$ cat src/rtl/awf_pkg.sv
package awf_pkg;
   localparam logic [3:0] RESV_CODE = 4'h8;

   typedef enum logic [1:0] {
      FK_NONE    = 2'd0,
      FK_ERRACK  = 2'd1,
      FK_TIMEOUT = 2'd2
   } trk_fault_e;

   typedef struct packed {
      logic       le;
      logic       to;
      logic       be;
      logic [2:0] size;
      logic       sup;
      logic       me;
      logic       rd;
      logic       fav;
   } fault_stat_t;

   function automatic logic [31:0] pack_status(input fault_stat_t s);
      return {s.le | s.to | s.be, s.le, s.to, s.be, s.size, s.sup,
              RESV_CODE, s.me, s.rd, s.fav, 17'd0};
   endfunction
endpackage

$ cat src/rtl/awf_txn_tracker.sv
module awf_txn_tracker
   import awf_pkg::*;
#(
   parameter int ADDR_W     = 32,
   parameter int TMO_CYCLES = 1280
) (
   input  logic              clk,
   input  logic              rst_n,
   input  logic              start,
   input  logic [ADDR_W-1:0] addr,
   input  logic [2:0]        size,
   input  logic              rd,
   input  logic              sup,
   input  logic              ack,
   input  logic              err_ack,
   output logic              busy,
   output trk_fault_e        fault_kind,
   output logic [ADDR_W-1:0] cur_addr,
   output logic [2:0]        cur_size,
   output logic              cur_rd,
   output logic              cur_sup,
   output logic              last_vld,
   output logic [ADDR_W-1:0] last_addr,
   output logic [2:0]        last_size,
   output logic              last_rd,
   output logic              last_sup
);
   localparam int CNT_W = (TMO_CYCLES > 2) ? $clog2(TMO_CYCLES) : 1;
   localparam logic [CNT_W-1:0] CNT_LIM = CNT_W'(TMO_CYCLES - 1);

   logic [CNT_W-1:0] cnt_q;
   logic             tmo_hit;
   logic             done;

   assign tmo_hit = busy && !cur_rd && !ack && !err_ack && (cnt_q == CNT_LIM);
   assign done    = busy && (ack || err_ack || tmo_hit);

   always_comb begin
      fault_kind = FK_NONE;
      if (busy && err_ack)
         fault_kind = FK_ERRACK;
      else if (tmo_hit)
         fault_kind = FK_TIMEOUT;
   end

   always_ff @(posedge clk or negedge rst_n) begin
      if (!rst_n) begin
         busy     <= 1'b0;
         cnt_q    <= '0;
         cur_addr <= '0;
         cur_size <= '0;
         cur_rd   <= 1'b0;
         cur_sup  <= 1'b0;
      end else if (!busy) begin
         if (start) begin
            busy     <= 1'b1;
            cnt_q    <= '0;
            cur_addr <= addr;
            cur_size <= size;
            cur_rd   <= rd;
            cur_sup  <= sup;
         end
      end else if (done) begin
         busy <= 1'b0;
      end else if (cnt_q != CNT_LIM) begin
         cnt_q <= cnt_q + 1'b1;
      end
   end

   always_ff @(posedge clk or negedge rst_n) begin
      if (!rst_n) begin
         last_vld  <= 1'b0;
         last_addr <= '0;
         last_size <= '0;
         last_rd   <= 1'b0;
         last_sup  <= 1'b0;
      end else if (done) begin
         last_vld  <= 1'b1;
         last_addr <= cur_addr;
         last_size <= cur_size;
         last_rd   <= cur_rd;
         last_sup  <= cur_sup;
      end
   end
endmodule

$ cat src/rtl/awf_fault_reg.sv
module awf_fault_reg
   import awf_pkg::*;
#(
   parameter int ADDR_W = 32
) (
   input  logic              clk,
   input  logic              rst_n,
   input  logic              clr,
   input  trk_fault_e        trk_kind,
   input  logic [ADDR_W-1:0] cur_addr,
   input  logic [2:0]        cur_size,
   input  logic              cur_rd,
   input  logic              cur_sup,
   input  logic              late_err,
   input  logic              last_vld,
   input  logic [ADDR_W-1:0] last_addr,
   input  logic [2:0]        last_size,
   input  logic              last_rd,
   input  logic              last_sup,
   output fault_stat_t       stat_q,
   output logic [ADDR_W-1:0] addr_q
);
   fault_stat_t       stat_d;
   logic [ADDR_W-1:0] addr_d;
   logic              trk_evt;
   logic              held;

   always_comb begin
      stat_d  = clr ? '0 : stat_q;
      addr_d  = addr_q;
      trk_evt = (trk_kind != FK_NONE);
      held    = stat_d.le | stat_d.to | stat_d.be;
      if (!held) begin
         if (trk_evt) begin
            stat_d.be   = (trk_kind == FK_ERRACK);
            stat_d.to   = (trk_kind == FK_TIMEOUT);
            stat_d.size = cur_size;
            stat_d.sup  = cur_sup;
            stat_d.rd   = cur_rd;
            stat_d.fav  = 1'b1;
            stat_d.me   = late_err;
            addr_d      = cur_addr;
         end else if (late_err) begin
            stat_d.le   = 1'b1;
            stat_d.size = last_size;
            stat_d.sup  = last_sup;
            stat_d.rd   = last_rd;
            stat_d.fav  = last_vld;
            addr_d      = last_addr;
         end
      end else if (trk_evt || late_err) begin
         stat_d.me = 1'b1;
      end
   end

   always_ff @(posedge clk or negedge rst_n) begin
      if (!rst_n) begin
         stat_q <= '0;
         addr_q <= '0;
      end else begin
         stat_q <= stat_d;
         addr_q <= addr_d;
      end
   end
endmodule

$ cat src/rtl/awf_read_port.sv
module awf_read_port #(
   parameter int ADDR_W = 32
) (
   input  logic              sel,
   input  logic [31:0]       stat_word,
   input  logic [ADDR_W-1:0] addr_word,
   output logic [31:0]       rd_data
);
   logic [31:0] addr_ext;

   generate
      if (ADDR_W == 32) begin : g_full
         assign addr_ext = addr_word;
      end else begin : g_ext
         assign addr_ext = {{(32 - ADDR_W){1'b0}}, addr_word};
      end
   endgenerate

   assign rd_data = sel ? addr_ext : stat_word;
endmodule

$ cat src/rtl/awf_recorder.sv
module awf_recorder
   import awf_pkg::*;
#(
   parameter int ADDR_W     = 32,
   parameter int TMO_CYCLES = 1280
) (
   input  logic              clk,
   input  logic              rst_n,
   input  logic              txn_start,
   input  logic [ADDR_W-1:0] txn_addr,
   input  logic [2:0]        txn_size,
   input  logic              txn_read,
   input  logic              txn_super,
   input  logic              txn_ack,
   input  logic              txn_err_ack,
   input  logic              late_err,
   input  logic              clr_wr,
   input  logic              rd_sel,
   output logic [31:0]       rd_data,
   output logic              irq
);
   generate
      if (ADDR_W < 1 || ADDR_W > 32) begin : g_bad_addr_w
         $error("awf_recorder: ADDR_W must lie in 1..32");
      end
      if (TMO_CYCLES < 2) begin : g_bad_tmo
         $error("awf_recorder: TMO_CYCLES must be at least 2");
      end
   endgenerate

   logic              trk_busy;
   trk_fault_e        trk_kind;
   logic [ADDR_W-1:0] cur_addr;
   logic [2:0]        cur_size;
   logic              cur_rd;
   logic              cur_sup;
   logic              last_vld;
   logic [ADDR_W-1:0] last_addr;
   logic [2:0]        last_size;
   logic              last_rd;
   logic              last_sup;
   fault_stat_t       stat_q;
   logic [ADDR_W-1:0] fault_addr_q;
   logic [31:0]       stat_word;

   awf_txn_tracker #(.ADDR_W(ADDR_W), .TMO_CYCLES(TMO_CYCLES)) u_trk (
      .clk       (clk),
      .rst_n     (rst_n),
      .start     (txn_start),
      .addr      (txn_addr),
      .size      (txn_size),
      .rd        (txn_read),
      .sup       (txn_super),
      .ack       (txn_ack),
      .err_ack   (txn_err_ack),
      .busy      (trk_busy),
      .fault_kind(trk_kind),
      .cur_addr  (cur_addr),
      .cur_size  (cur_size),
      .cur_rd    (cur_rd),
      .cur_sup   (cur_sup),
      .last_vld  (last_vld),
      .last_addr (last_addr),
      .last_size (last_size),
      .last_rd   (last_rd),
      .last_sup  (last_sup)
   );

   awf_fault_reg #(.ADDR_W(ADDR_W)) u_reg (
      .clk      (clk),
      .rst_n    (rst_n),
      .clr      (clr_wr),
      .trk_kind (trk_kind),
      .cur_addr (cur_addr),
      .cur_size (cur_size),
      .cur_rd   (cur_rd),
      .cur_sup  (cur_sup),
      .late_err (late_err),
      .last_vld (last_vld),
      .last_addr(last_addr),
      .last_size(last_size),
      .last_rd  (last_rd),
      .last_sup (last_sup),
      .stat_q   (stat_q),
      .addr_q   (fault_addr_q)
   );

   assign stat_word = pack_status(stat_q);
   assign irq       = stat_word[31];

   awf_read_port #(.ADDR_W(ADDR_W)) u_rdp (
      .sel      (rd_sel),
      .stat_word(stat_word),
      .addr_word(fault_addr_q),
      .rd_data  (rd_data)
   );
endmodule

$ cat config.mk
export PLATFORM = sky130hd
export DESIGN_NAME = awf_recorder
export DESIGN_NICKNAME = d
export VERILOG_FILES = /design/src/rtl/awf_pkg.sv /design/src/rtl/awf_txn_tracker.sv /design/src/rtl/awf_fault_reg.sv /design/src/rtl/awf_read_port.sv /design/src/rtl/awf_recorder.sv
export SDC_FILE = /design/constraint.sdc
export NUM_CORES = 1
export LEC_CHECK = 0
export BUFFER_PORTS_ARGS = -buffer_cell sky130_fd_sc_hd__buf_2
export CAP_MARGIN = 20
export CORE_MARGIN = 5
export CORE_UTILIZATION = 50
export CTS_CLUSTER_DIAMETER = 150
export CTS_CLUSTER_SIZE = 12
export DETAILED_ROUTE_END_ITERATION = 8
export PLACE_DENSITY = 0.81
export SLEW_MARGIN = 10
export SYNTH_ARGS = -nofsm -noshare
export SYNTH_HDL_FRONTEND = slang
export SYNTH_HIERARCHICAL = 1
export SYNTH_SLANG_ARGS = --single-unit
$ cat constraint.sdc
create_clock -name clk -period 3.9 [get_ports clk]
set_input_delay 0.39 -clock clk [delete_from_list [all_inputs] [get_ports clk]]
set_output_delay 0.39 -clock clk [all_outputs]
set_load 0.02 [all_outputs]
* Word-level counts from Yosys, hierarchy flattened
Cells that the tools add are included.
Storage, ports and cells: register bits 129, logic and storage cells 76
Cells by class: add/sub/neg operators 1, eq/ne operators 6, muxes and demuxes 25, bitwise logic cells 6, reductions and logical operators 18
Operator list (number):
- 2-to-1 mux 32 bit | 3
- 2-to-1 mux 11 bit | 4
- 2-to-1 mux 2 bit | 6
- adder 11 x 1 -> 11 bit (second input constant) | 1
- equality test 11 bit (second input constant) | 1
- != test 11 bit (second input constant) | 1
- 2-to-1 mux 10 bit | 1
- 2-to-1 mux 1 bit | 8
- 2-to-1 mux 4 bit | 2
- 2-to-1 mux 7 bit | 1
- logical AND 1 bit | 6
- nonzero test 2 bit | 3
- != test 2 bit (second input constant) | 2
- bitwise OR 1 bit | 4
- AND reduction 2 bit | 2
- logical NOT 1 bit | 3
- logical OR 1 bit | 3
- AND reduction 3 bit | 1
- equality test 2 x 1 -> 1 bit (second input constant) | 1
- equality test 2 bit (second input constant) | 1
- inverter 1 bit | 2

* Depth between registers and ports, before layout
Gate-level depths: netlist of run 1.
depth after elaboration 11, gate-level depth with buffers 10, depth with buffers taken out 7

* By module
Netlist of run 1, hierarchy kept.
By module, submodules not included:
- awf_txn_tracker | times used 1, cells an instance 317, area each 3538.4 um^2, seq. area each 2177.1 um^2
- awf_fault_reg | times used 1, cells an instance 172, area each 2021.9 um^2, seq. area each 1051.0 um^2
- awf_read_port | times used 1, cells an instance 36, area each 544.3 um^2, seq. area each 0.0 um^2
- awf_recorder | times used 1, cells an instance 3, area each 13.8 um^2, seq. area each 0.0 um^2

* Worst setup path after synthesis of run 1
No wires, ideal clock.
path type reg2reg, start register u_trk.cnt_q[0], end register, netlist name u_reg/stat_q[4], library setup time 137 ps, arrival time 1978 ps, data required time 3763 ps, slack 1785 ps, cell stages (with the launch flop) 11, period minus slack after synthesis 2115 ps, path through dfrtp_1 ha_1 and3_1 buf_4 nand4_2 nor3_1 buf_2 nor2_1 buf_2 a311oi_1 a211oi_1
RTL lines:
- start, declared | line awf_txn_tracker.sv:31 | logic [CNT_W-1:0] cnt_q;
- start signal, assigned | line awf_txn_tracker.sv:66 | cnt_q <= cnt_q + 1'b1;

* Worst setup path after layout of run 1
start register u_trk.cnt_q[0], end register u_reg.addr_q[16]
On the way: longest elaborated chain between the ends 7, elaborated cells between the ends (all ways) 8
Ends and longest elaborated chain:
- equality test 11 bit * | line awf_txn_tracker.sv:35 | assign tmo_hit = busy && !cur_rd && !ack && !err_ack && (cnt_q == CNT_LIM);
- logical AND 1 bit * | line awf_txn_tracker.sv:35
- 2-to-1 mux 2 bit * | line awf_txn_tracker.sv:42 | else if (tmo_hit)
- 2-to-1 mux 2 bit * | line awf_txn_tracker.sv:40 | if (busy && err_ack)
- net trk_kind[1] | line awf_recorder.sv:32 | trk_fault_e trk_kind;
- nonzero test 2 bit * | line awf_fault_reg.sv:31 | trk_evt = (trk_kind != FK_NONE);
- nonzero test 2 bit (no line)
- AND reduction 2 bit (no line)
- end signal, assigned | line awf_fault_reg.sv:62 | addr_q <= addr_d;
- end, declared | line awf_fault_reg.sv:21 | output logic [ADDR_W-1:0] addr_q
Mark *: on every way through the listed nets, which the timed path passes. The rest lies on a longest branch. A chain may end at the register's enable or synchronous reset.

==> results of run 1 <==
-- logic make-up after synthesis --
family,after synthesis,synth area share (%)
compound gates,112,14.34
xor+xnor,1,0.1432
fa+ha+maj,1,0.2045
buf+inv,43,4.888
flops,129,52.76
mux,75,15.50
other cells,2,0.1227
simple gates,165,12.05
-- power by group through the flow --
| stage | sequential [W] | clock, W | combinational, W |
|---|---|---|---|
| 2_1_floorplan | 0.00182 | 0 | 0.000687 |
| 3_3_place_gp | 0.00188 | 0 | 0.000858 |
| 3_5_place_dp | 0.00190 | 0 | 0.000899 |
| 4_1_cts | 0.00189 | 0.00168 | 0.000912 |
| 5_1_grt | 0.00192 | 0.00175 | 0.000987 |
| 6_report | 0.00189 | 0.00167 | 0.000905 |
-- per-stage QoR --
stage / power, W / cell area (sq um) / cells / hold slack [ns] / util (%)
3_3_place_gp: 0.002734 / 6554 / 740 / 0.4549 / 54.56
6_report: 0.004461 / 7183 / 772 / 0.05507 / 59.80
5_1_grt: 0.004656 / 7183 / 772 / 0.1135 / 59.80
3_5_place_dp: 0.002795 / 6554 / 740 / 0.4554 / 54.56
4_1_cts: 0.004481 / 7183 / 772 / 0.07763 / 59.80
2_1_floorplan: 0.002508 / 6190 / 547 / 0.09441 / -
-- layout make-up --
cell class	instances	area, sq um	share of cell area, %
Tap cell	147	183.9	2.561
Clock buffer	19	442.9	6.166
Timing Repair Buffer	83	445.4	6.201
Sequential cell	129	3228	44.94
Inverter	6	22.52	0.3135
Multi-Input combinational cell	375	2674	37.22
Clock inverter	13	186.4	2.595
-- routing by layer --
| metal | part of all wire (%) | global-route usage, % | up-vias |
|---|---|---|---|
| met5 | 0 | 0 | - |
| met4 | 1.7 | 6.870 | 0 |
| met3 | 6.3 | 5.426 | 31 |
| met2 | 49 | 33.88 | 180 |
| met1 | 43 | 25.87 | 2230 |
| li1 | - | - | 2047 |
-- how the worst min path moves through the flow --
stage                        start                 end
finish                       rst_n     u_reg/addr_q[7]
detailed placement  u_trk/last_vld      u_trk/last_vld
global placement    u_trk/last_vld      u_trk/last_vld
floorplan                    rst_n     u_reg/addr_q[0]
CTS                          rst_n     u_reg/addr_q[7]
global route                 rst_n  u_trk/last_addr[8]
-- flip-flops by register name, indices dropped and copies added, names as in the netlist --
signal           flops
u_trk/last_sup       1
u_trk/last_vld       1
u_trk/last_addr     32
u_trk/cnt_q         11
u_reg/addr_q        32
u_trk/busy           1
u_trk/last_size      3
u_trk/cur_rd         1
u_trk/cur_sup        1
u_trk/cur_addr      32
u_reg/stat_q        10
u_trk/last_rd        1
u_trk/cur_size       3
-- placed cells by master, fill, tap and decap left out, types with 2 or more instances in the layout --
cell type,netlist,routed
buf_2,8,76
o2bb2ai_1,33,33
o31a_1,2,2
nand2_1,128,128
or3_1,2,2
a31oi_1,5,5
dfrtp_1,129,129
a211oi_1,4,4
mux2i_1,7,7
mux2_2,9,9
nor2_1,5,4
a21oi_1,4,4
o21ai_0,8,8
buf_4,1,6
o22ai_1,2,2
inv_1,6,6
bufinv_16,0,4
o21a_1,4,4
o21ai_1,4,4
nand4_1,5,5
a311oi_1,6,6
and2_1,3,3
mux2_1,29,29
clkinvlp_4,0,7
nor3_1,6,6
a22oi_1,33,33
and3_1,2,2
mux2_4,30,30
clkbuf_16,0,17
conb_1,2,21
==> results_dict.tcl, run 1 <==
set metrics [dict create \
    hold_buffers 0 \
    maxCapViolCount 0 \
    cp_max_fo 22 \
    path_cells "ha_1, and3_1, nand4_2, nor3_1, buf_4, nor3b_4, buf_4, a22oi_1, o2bb2ai_1" \
    clock.fmax_mhz 352.8 \
    p_int_w 0.003170 \
    dp_hpwl_microns 8893 \
    synth_top_cell_by_area "dfrtp_1" \
    port_buffers 77 \
    clock_sinks 129 \
    async_flop_share_pct 100.0 \
    critical_path.startpoint "u_trk/cnt_q[0]" \
    synth_area_leaders "dfrtp_1, nand2_1, mux2_4" \
    vias_per_cell 5.813 \
    rsz0062_at_grt "false" \
    start_util_pct 50.94 \
    yosysSeqAreaShare_pct 52.76 \
    layout_setup_ws_ns 1.066 \
    power_frac_clock_pct 37.4 \
    synth_edf_count 0 \
    crit_path_end "u_reg/addr_q[16]" \
    seqPwrFrac_pct 42.3 \
    min_period_over_period_pct 72.68 \
    ctsLongestPathBuffers 2 \
    antenna_cells 0 \
    min_period_ns 2.834 \
    clk_latency_ns 0.41 \
    power.density_mw_per_mm2 621.1 \
    drt_first_pass_iters 5 \
    status "finished clean" \
    slew_headroom_pct 29.81 \
    drt_iter0_drc 410 \
    cp_data_required_time_ns 4.22 \
    routed_wl_microns 14300 \
    hold_viol_final 0 \
    clkTransAtPathRegs_ns 0.06 \
    leakagePower_nw 3.455 \
    yosys.cell_types.count 53 \
    cts_htree_levels 4 \
    track_usage_pct 20.37 \
    ys_ff_latch 129 \
    via_count 4488 \
    cpMostUsedCell "buf_4" \
    yosysMostFrequentCell "dfrtp_1" \
    reg2reg_slack_ns 1.07 \
    synth_top_cell_area_share_pct 52.76 \
    syn_inst 528 \
    finClkSkew_ns 0.009636 \
    p_sw_share_pct 28.94 \
    overflow 0 \
    cts_setup_buffers 0 \
    yosys_warnings 6 \
    crit_buf_inv 2 \
    grt_pass1_vias 4681 \
    die-area_sq_mm 0.01455 \
    end_kind "flip-flop" \
    slowest_delay_ns 0.57 \
    ant_nets 0 \
    fillers 944 \
    comb_power_share_pct 20.3 \
    postCtsResizedCells 0 \
    path_delay_family "simple AND/OR/NAND/NOR gates" \
    worstReg2RegStart "u_trk/cnt_q[0]" \
    antenna_found_initial 0 \
    switching_power_w 0.001291 \
    gp_congestion 0.8193 \
    synthToLayoutAreaGrowth_pct 17.40 \
    avgSynthCellArea_sq_um 11.59 \
    hp-class "input port to async pin" \
    cts_made_buffers 17 \
    grt_pass1_wl_microns 23380 \
    crit_arrival_ns 3.16 \
    slowest_stage "nor3b_4" \
    drv_slew 0 \
    post-place-ws_ns 1.161 \
    critPathKind "flip-flop to flip-flop" \
    die_h_microns 120.6 \
    wl_per_cell_microns 18.52 \
    syn_area_sq_mm 0.006118 \
    cp-start-kind "flip-flop" \
    setup_viol 0 \
    ir_drop_mv 0.3196 \
    tritoncts "done" \
    nNetsFinal 658 \
    tns_ns 0 \
    synthTopCellsByCount "dfrtp_1, nand2_1, a22oi_1, o2bb2ai_1, mux2_4" \
    ios 78 \
    rr_endpoint "u_reg/addr_q[16]" \
    grt_max_degree 71 \
    drc 0 \
    coreArea_sq_mm 0.01201 \
    drive_gt1_share_pct 26.40 \
    fp.dieW_microns 120.6 \
    cts_root_buf "clkbuf_16" \
    ys.flop_type "dfrtp_1" \
    worstRegToRegCells 9 \
    path_depth 9 \
    rows 40 \
    worst_pin_slew_ns 1.053 \
]
Power figures use the tool's default switching activity.
==> inputs of run 2 (changes only) <==
- clock period: 3.9 -> 2.9 ns (I/O delays scaled with it)
==> run 2 against run 1 <==
  * Die area is the same
  * Flip-flop and latch count did not move
  * First-iteration DRC count decreased by 12%
  * Critical endpoint is now u_reg/stat_q[1]
  * Clock-buffer cell count increased by 2
  * Non-clock buffer count grew 5
==> results_dict.tcl, run 2 (same netlist as run 1, synthesis figures left out) <==
set metrics [dict create \
    leakagePower_nw 3.526 \
    fin_cells 777 \
    overflow 0 \
    cts_made_buffers 17 \
    wl_per_cell_microns 18.44 \
    cts_htree_levels 4 \
    min_to "u_trk/cur_addr[14]" \
    mostFrequentLayoutCells "dfrtp_1, nand2_1, buf_2, o2bb2ai_1, a22oi_1" \
    layout_commonest_cell "dfrtp_1" \
    wl_met3_microns 846 \
    tritoncts "done" \
    clk_latency_ns 0.42 \
    power_frac_clock_pct 39.0 \
    reg.largest.list "u_reg/addr_q: 32 flops, u_trk/cur_addr: 32 flops, u_trk/last_addr: 32 flops" \
    nNetsFinal 663 \
    track_usage_pct 20.39 \
    gp_congestion 0.8395 \
    dpl-instance-area_sq_mm 0.006596 \
    vias_per_cell 5.770 \
    die_h_microns 120.6 \
    ant_nets 0 \
    switching_power_w 0.001731 \
    grt_max_degree 56 \
    antenna_found_initial 0 \
    clock.fmax_mhz 382.4 \
    ios 78 \
    comb_power_share_pct 19.8 \
    port_buffers 77 \
    reg2reg_slack_ns 0.28 \
    fp.dieW_microns 120.6 \
    wl_met2_microns 6928 \
    tns_ns 0 \
    worst_pin_slew_ns 1.041 \
    rr_endpoint "u_reg/stat_q[1]" \
    min_period_ns 2.615 \
    holdCritStartpoint "txn_addr[14]" \
    setup_viol 0 \
    clkTransAtPathRegs_ns 0.05 \
    routed_wl_microns 14320 \
    antenna_cells 0 \
    maxCapViolCount 0 \
    critPathKind "flip-flop to flip-flop" \
    synthToLayoutAreaGrowth_pct 18.90 \
    p_int_w 0.004465 \
    finalInstanceArea_sq_mm 0.007274 \
    finClkSkew_ns 0.006927 \
    hold_viol_final 0 \
    rows 40 \
    grt_pass1_vias 4634 \
    coreArea_sq_mm 0.01201 \
    hp-class "input port to flip-flop" \
    fillers 950 \
    postCtsResizedCells 0 \
    drc 0 \
    die-area_sq_mm 0.01455 \
    start_util_pct 50.94 \
    worstReg2RegStart "u_trk/cnt_q[0]" \
    p_sw_share_pct 27.94 \
    status "finished clean" \
    slew_headroom_pct 30.63 \
    ctsLongestPathBuffers 2 \
    worstRegToRegCells 7 \
    cp-start-kind "flip-flop" \
    wl_met1_microns 6327 \
    min_period_over_period_pct 90.18 \
    drt_iter0_drc 361 \
    cts_setup_buffers 0 \
    grt_pass1_wl_microns 23440 \
    cts_root_buf "clkbuf_16" \
    drv_slew 0 \
    utilization_pct 60.56 \
    end_kind "flip-flop" \
    drt_first_pass_iters 5 \
    crit_arrival_ns 2.86 \
    hold-path-cell-count 3 \
    cp_max_fo 34 \
    ir_drop_mv 0.6497 \
    via_count 4483 \
    cp_data_required_time_ns 3.14 \
    highest_layer "met4" \
    dp.cells 744 \
    power.density_mw_per_mm2 851.8 \
    clock_sinks 129 \
    drive_gt1_share_pct 26.67 \
    dp_hpwl_microns 8918 \
    hold_buffers 1 \
    rsz0062_at_grt "false" \
    seqPwrFrac_pct 41.1 \
]
run 2: through the flow:
stage                     hold WS [ns]  setup slack [ns]  power (W)
final                          0.06364            0.2847   0.006197
after global routing           0.06561            0.1218   0.006463
after CTS                      0.05090            0.2886   0.006220
after detailed placement        0.3737            0.3084   0.003767
after global placement          0.3604            0.4142   0.003688
after floorplan              -0.005591            0.7854   0.003372
run 2: cell type report:
cell class | instances | area, sq um | area share [%]
Inverter | 6 | 22.52 | 0.3096
Clock buffer | 21 | 460.4 | 6.330
Multi-Input combinational cell | 375 | 2674 | 36.76
Clock inverter | 11 | 207.7 | 2.855
Timing Repair Buffer | 88 | 498.0 | 6.846
Sequential cell | 129 | 3228 | 44.38
Tap cell | 147 | 183.9 | 2.528
run 2: how the worst max path moves through the flow:
stage,slack (ns),from,cells past startpoint,end
after floorplan,0.79,u_trk/cnt_q[0],10,u_reg/stat_q[4]
after global placement,0.41,u_trk/cnt_q[0],7,u_reg/stat_q[1]
after detailed placement,0.31,u_trk/cnt_q[0],7,u_reg/stat_q[1]
after CTS,0.29,u_trk/cnt_q[0],7,u_reg/stat_q[1]
after global routing,0.12,u_trk/cnt_q[0],7,u_reg/stat_q[1]
final,0.28,u_trk/cnt_q[0],7,u_reg/stat_q[1]
run 2: critical path, cell delays in order (launching register included):
cell and delay [ns]:
dfrtp_1 0.43, ha_1 0.23, and3_1 0.31, nand4_2 0.17, nor3_1 0.07, or2_1 0.28
o22ai_4 0.78, a22oi_1 0.16
run 2: power groups by stage:
stage	clock network, W	registers [W]	logic, W
after floorplan	0	0.00245	0.000924
after global placement	0	0.00253	0.00116
after detailed placement	0	0.00256	0.00121
after CTS	0.00244	0.00255	0.00124
after global routing	0.00252	0.00260	0.00134
final	0.00242	0.00255	0.00123
run 2: metal layers:
metal	track usage, %	vias up
met1	26.68	2233
met2	32.87	177
met4	6.091	0
met3	6.174	28
li1	-	2045
met5	0	-
==> inputs of run 3 (changes only) <==
--- a/config.mk
+++ b/config.mk
@@ -10,3 +10,3 @@
 export CORE_MARGIN = 5
-export CORE_UTILIZATION = 50
+export CORE_UTILIZATION = 58
 export CTS_CLUSTER_DIAMETER = 150
@@ -14,3 +14,3 @@
 export DETAILED_ROUTE_END_ITERATION = 8
-export PLACE_DENSITY = 0.81
+export PLACE_DENSITY = 0.91
 export SLEW_MARGIN = 10
==> constraint.sdc (replaced) <==
create_clock -name clk -period 2.9 [get_ports clk]
set_input_delay 0.435 -clock clk [delete_from_list [all_inputs] [get_ports clk]]
set_output_delay 0.435 -clock clk [all_outputs]
set_load 0.02 [all_outputs]
==> run 3 against run 2 <==
  * Sequential share of layout area rose by 0.13 points
  * Design area shrank 0.29%
  * Critical path depth did not move
  * Sequential power is essentially flat
  * Core utilization rose by 9.7 points
  * Via count is 0.67% higher
  * Critical path type unchanged
  * Worst setup slack lost 0.090 ns
  * Total power is 2.1% lower
  * Die area shrank 13%
  * Clock power down 5%
  * Routed wire length increased by 0.26%
==> results_dict.tcl, run 3 (same netlist as run 1, synthesis figures left out) <==
set metrics [dict create \
    tns_ns 0 \
    synthToLayoutAreaGrowth_pct 18.55 \
    ios 78 \
    cp_max_fo 34 \
    path_cells "ha_1, and3_1, nand4_2, nor3_1, or2_1, o22ai_4, a22oi_1" \
    postCtsResizedCells 0 \
    worst_pin_slew_ns 1.052 \
    total_power_w 0.006064 \
    end_kind "flip-flop" \
    ctsLongestPathBuffers 2 \
    wl_per_cell_microns 18.72 \
    vias_per_cell 5.884 \
    cts_made_buffers 17 \
    fp.dieW_microns 112.7 \
    grt_pass1_wl_microns 23890 \
    antenna_found_initial 0 \
    maxCapViolCount 0 \
    slew_headroom_pct 29.84 \
    cp-start-kind "flip-flop" \
    hold-path-cell-count 3 \
    slowest_stage "o22ai_4" \
    worstReg2RegStart "u_trk/cnt_q[0]" \
    power.density_mw_per_mm2 836.0 \
    min_to "u_trk/cur_addr[9]" \
    layout_commonest_cell "dfrtp_1" \
    ant_nets 0 \
    setup_viol 0 \
    antenna_cells 0 \
    tritoncts "done" \
    leakagePower_nw 3.512 \
    drv_slew 0 \
    rows 37 \
    hold_slack_ns 0.08729 \
    cts_htree_levels 4 \
    worstRegToRegCells 7 \
    clkTransAtPathRegs_ns 0.06 \
    dp_hpwl_microns 9081 \
    rr_endpoint "u_reg/stat_q[1]" \
    critPathKind "flip-flop to flip-flop" \
    routed_wl_microns 14360 \
    clk_latency_ns 0.54 \
    grt_pass1_vias 4783 \
    gp_congestion 0.8369 \
    rsz0062_at_grt "false" \
    drc 0 \
    holdCritStartpoint "txn_addr[9]" \
    post-place-ws_ns 0.2811 \
    status "finished clean" \
    slowest_delay_ns 0.79 \
    grt_max_degree 56 \
    fillers 684 \
    die_h_microns 112.7 \
    drt_first_pass_iters 5 \
    cp_data_required_time_ns 3.26 \
    reg2reg_slack_ns 0.19 \
    overflow 0 \
    track_usage_pct 23.94 \
    fin_cells 767 \
    finClkSkew_ns 0.01263 \
    hold_viol_final 0 \
    port_buffers 77 \
    hp-class "input port to flip-flop" \
    min_period_ns 2.705 \
    clock_sinks 129 \
    clock.fmax_mhz 369.6 \
    reg.largest.list "u_reg/addr_q: 32 flops, u_trk/cur_addr: 32 flops, u_trk/last_addr: 32 flops" \
    drt_iter0_drc 363 \
    via_count 4513 \
    drive_gt1_share_pct 27.10 \
    crit_arrival_ns 3.06 \
    ir_drop_mv 0.5008 \
    die-area_sq_mm 0.01270 \
    min_period_over_period_pct 93.29 \
    cts_root_buf "clkbuf_8" \
    mostFrequentLayoutCells "dfrtp_1, nand2_1, buf_2, o2bb2ai_1, a22oi_1" \
    layout_setup_ws_ns 0.1945 \
    start_util_pct 59.27 \
    coreArea_sq_mm 0.01032 \
    nNetsFinal 664 \
    dp.cells 734 \
]
[run 3: cell count changes in the layout (fill, tap and decap cells not counted), sizes merged]
cell | before | now
clkinv | 4 | 5
bufinv | 6 | 5
buf | 87 | 88
clkbuf | 21 | 18
clkinvlp | 1 | 4
[run 3: routing by layer]
metal	track usage (%)	routed length, microns	vias up
met5	0	0	-
met4	8.253	209	0
met3	7.005	898	22
met2	39.45	7284	183
met1	30.37	5968	2247
li1	-	-	2061
[run 3: critical path, delay by kind of cell (launching register included)]
kind                       cells  cell delay (ns)
AOI/OAI and AO/OA              2             0.98
adders and majority gates      1             0.24
DFF                            1             0.44
and+or+nand+nor                4             0.87
[run 3: final cells by class]
| class | count | area, sq um | share of cell area, % |
|---|---|---|---|
| Sequential cell | 129 | 3228 | 44.51 |
| Multi-Input combinational cell | 375 | 2674 | 36.86 |
| Timing Repair Buffer | 89 | 518.0 | 7.142 |
| Clock buffer | 18 | 427.9 | 5.900 |
| Clock inverter | 14 | 212.7 | 2.933 |
| Tap cell | 136 | 170.2 | 2.346 |
| Inverter | 6 | 22.52 | 0.3105 |
[run 3: what timing repair did]
item                                   in CTS  in global routing
endpoints found under the hold margin      53                  0
setup buffers                               0                  0
setup endpoints to repair                   0                  0
hold buffers                                1                  0
[run 3: worst max-delay path by stage]
stage / startpoint / end / slack (ns) / cells after the start
2_1_floorplan: u_trk/cnt_q[0] / u_reg/stat_q[4] / 0.79 / 10
3_3_place_gp: u_trk/cnt_q[0] / u_reg/stat_q[1] / 0.37 / 7
3_5_place_dp: u_trk/cnt_q[0] / u_reg/stat_q[1] / 0.28 / 7
4_1_cts: u_trk/cnt_q[0] / u_reg/stat_q[1] / 0.26 / 7
5_1_grt: u_trk/cnt_q[0] / u_reg/stat_q[6] / 0.08 / 8
6_report: u_trk/cnt_q[0] / u_reg/stat_q[1] / 0.19 / 7
[run 3: power by group]
part / switching [W] / total (W) / internal, W
Sequential: 0.000309 / 0.00254 / 0.00223
Combinational: 0.000653 / 0.00123 / 0.000580
Clock: 0.000786 / 0.00229 / 0.00150
[run 3: through the flow]
stage / utilization [%] / cell area (sq um)
finish: 70.26 / 7253
global placement: 63.96 / 6603
floorplan: - / 6190
detailed placement: 63.96 / 6603
global route: 70.26 / 7253
CTS: 70.26 / 7253
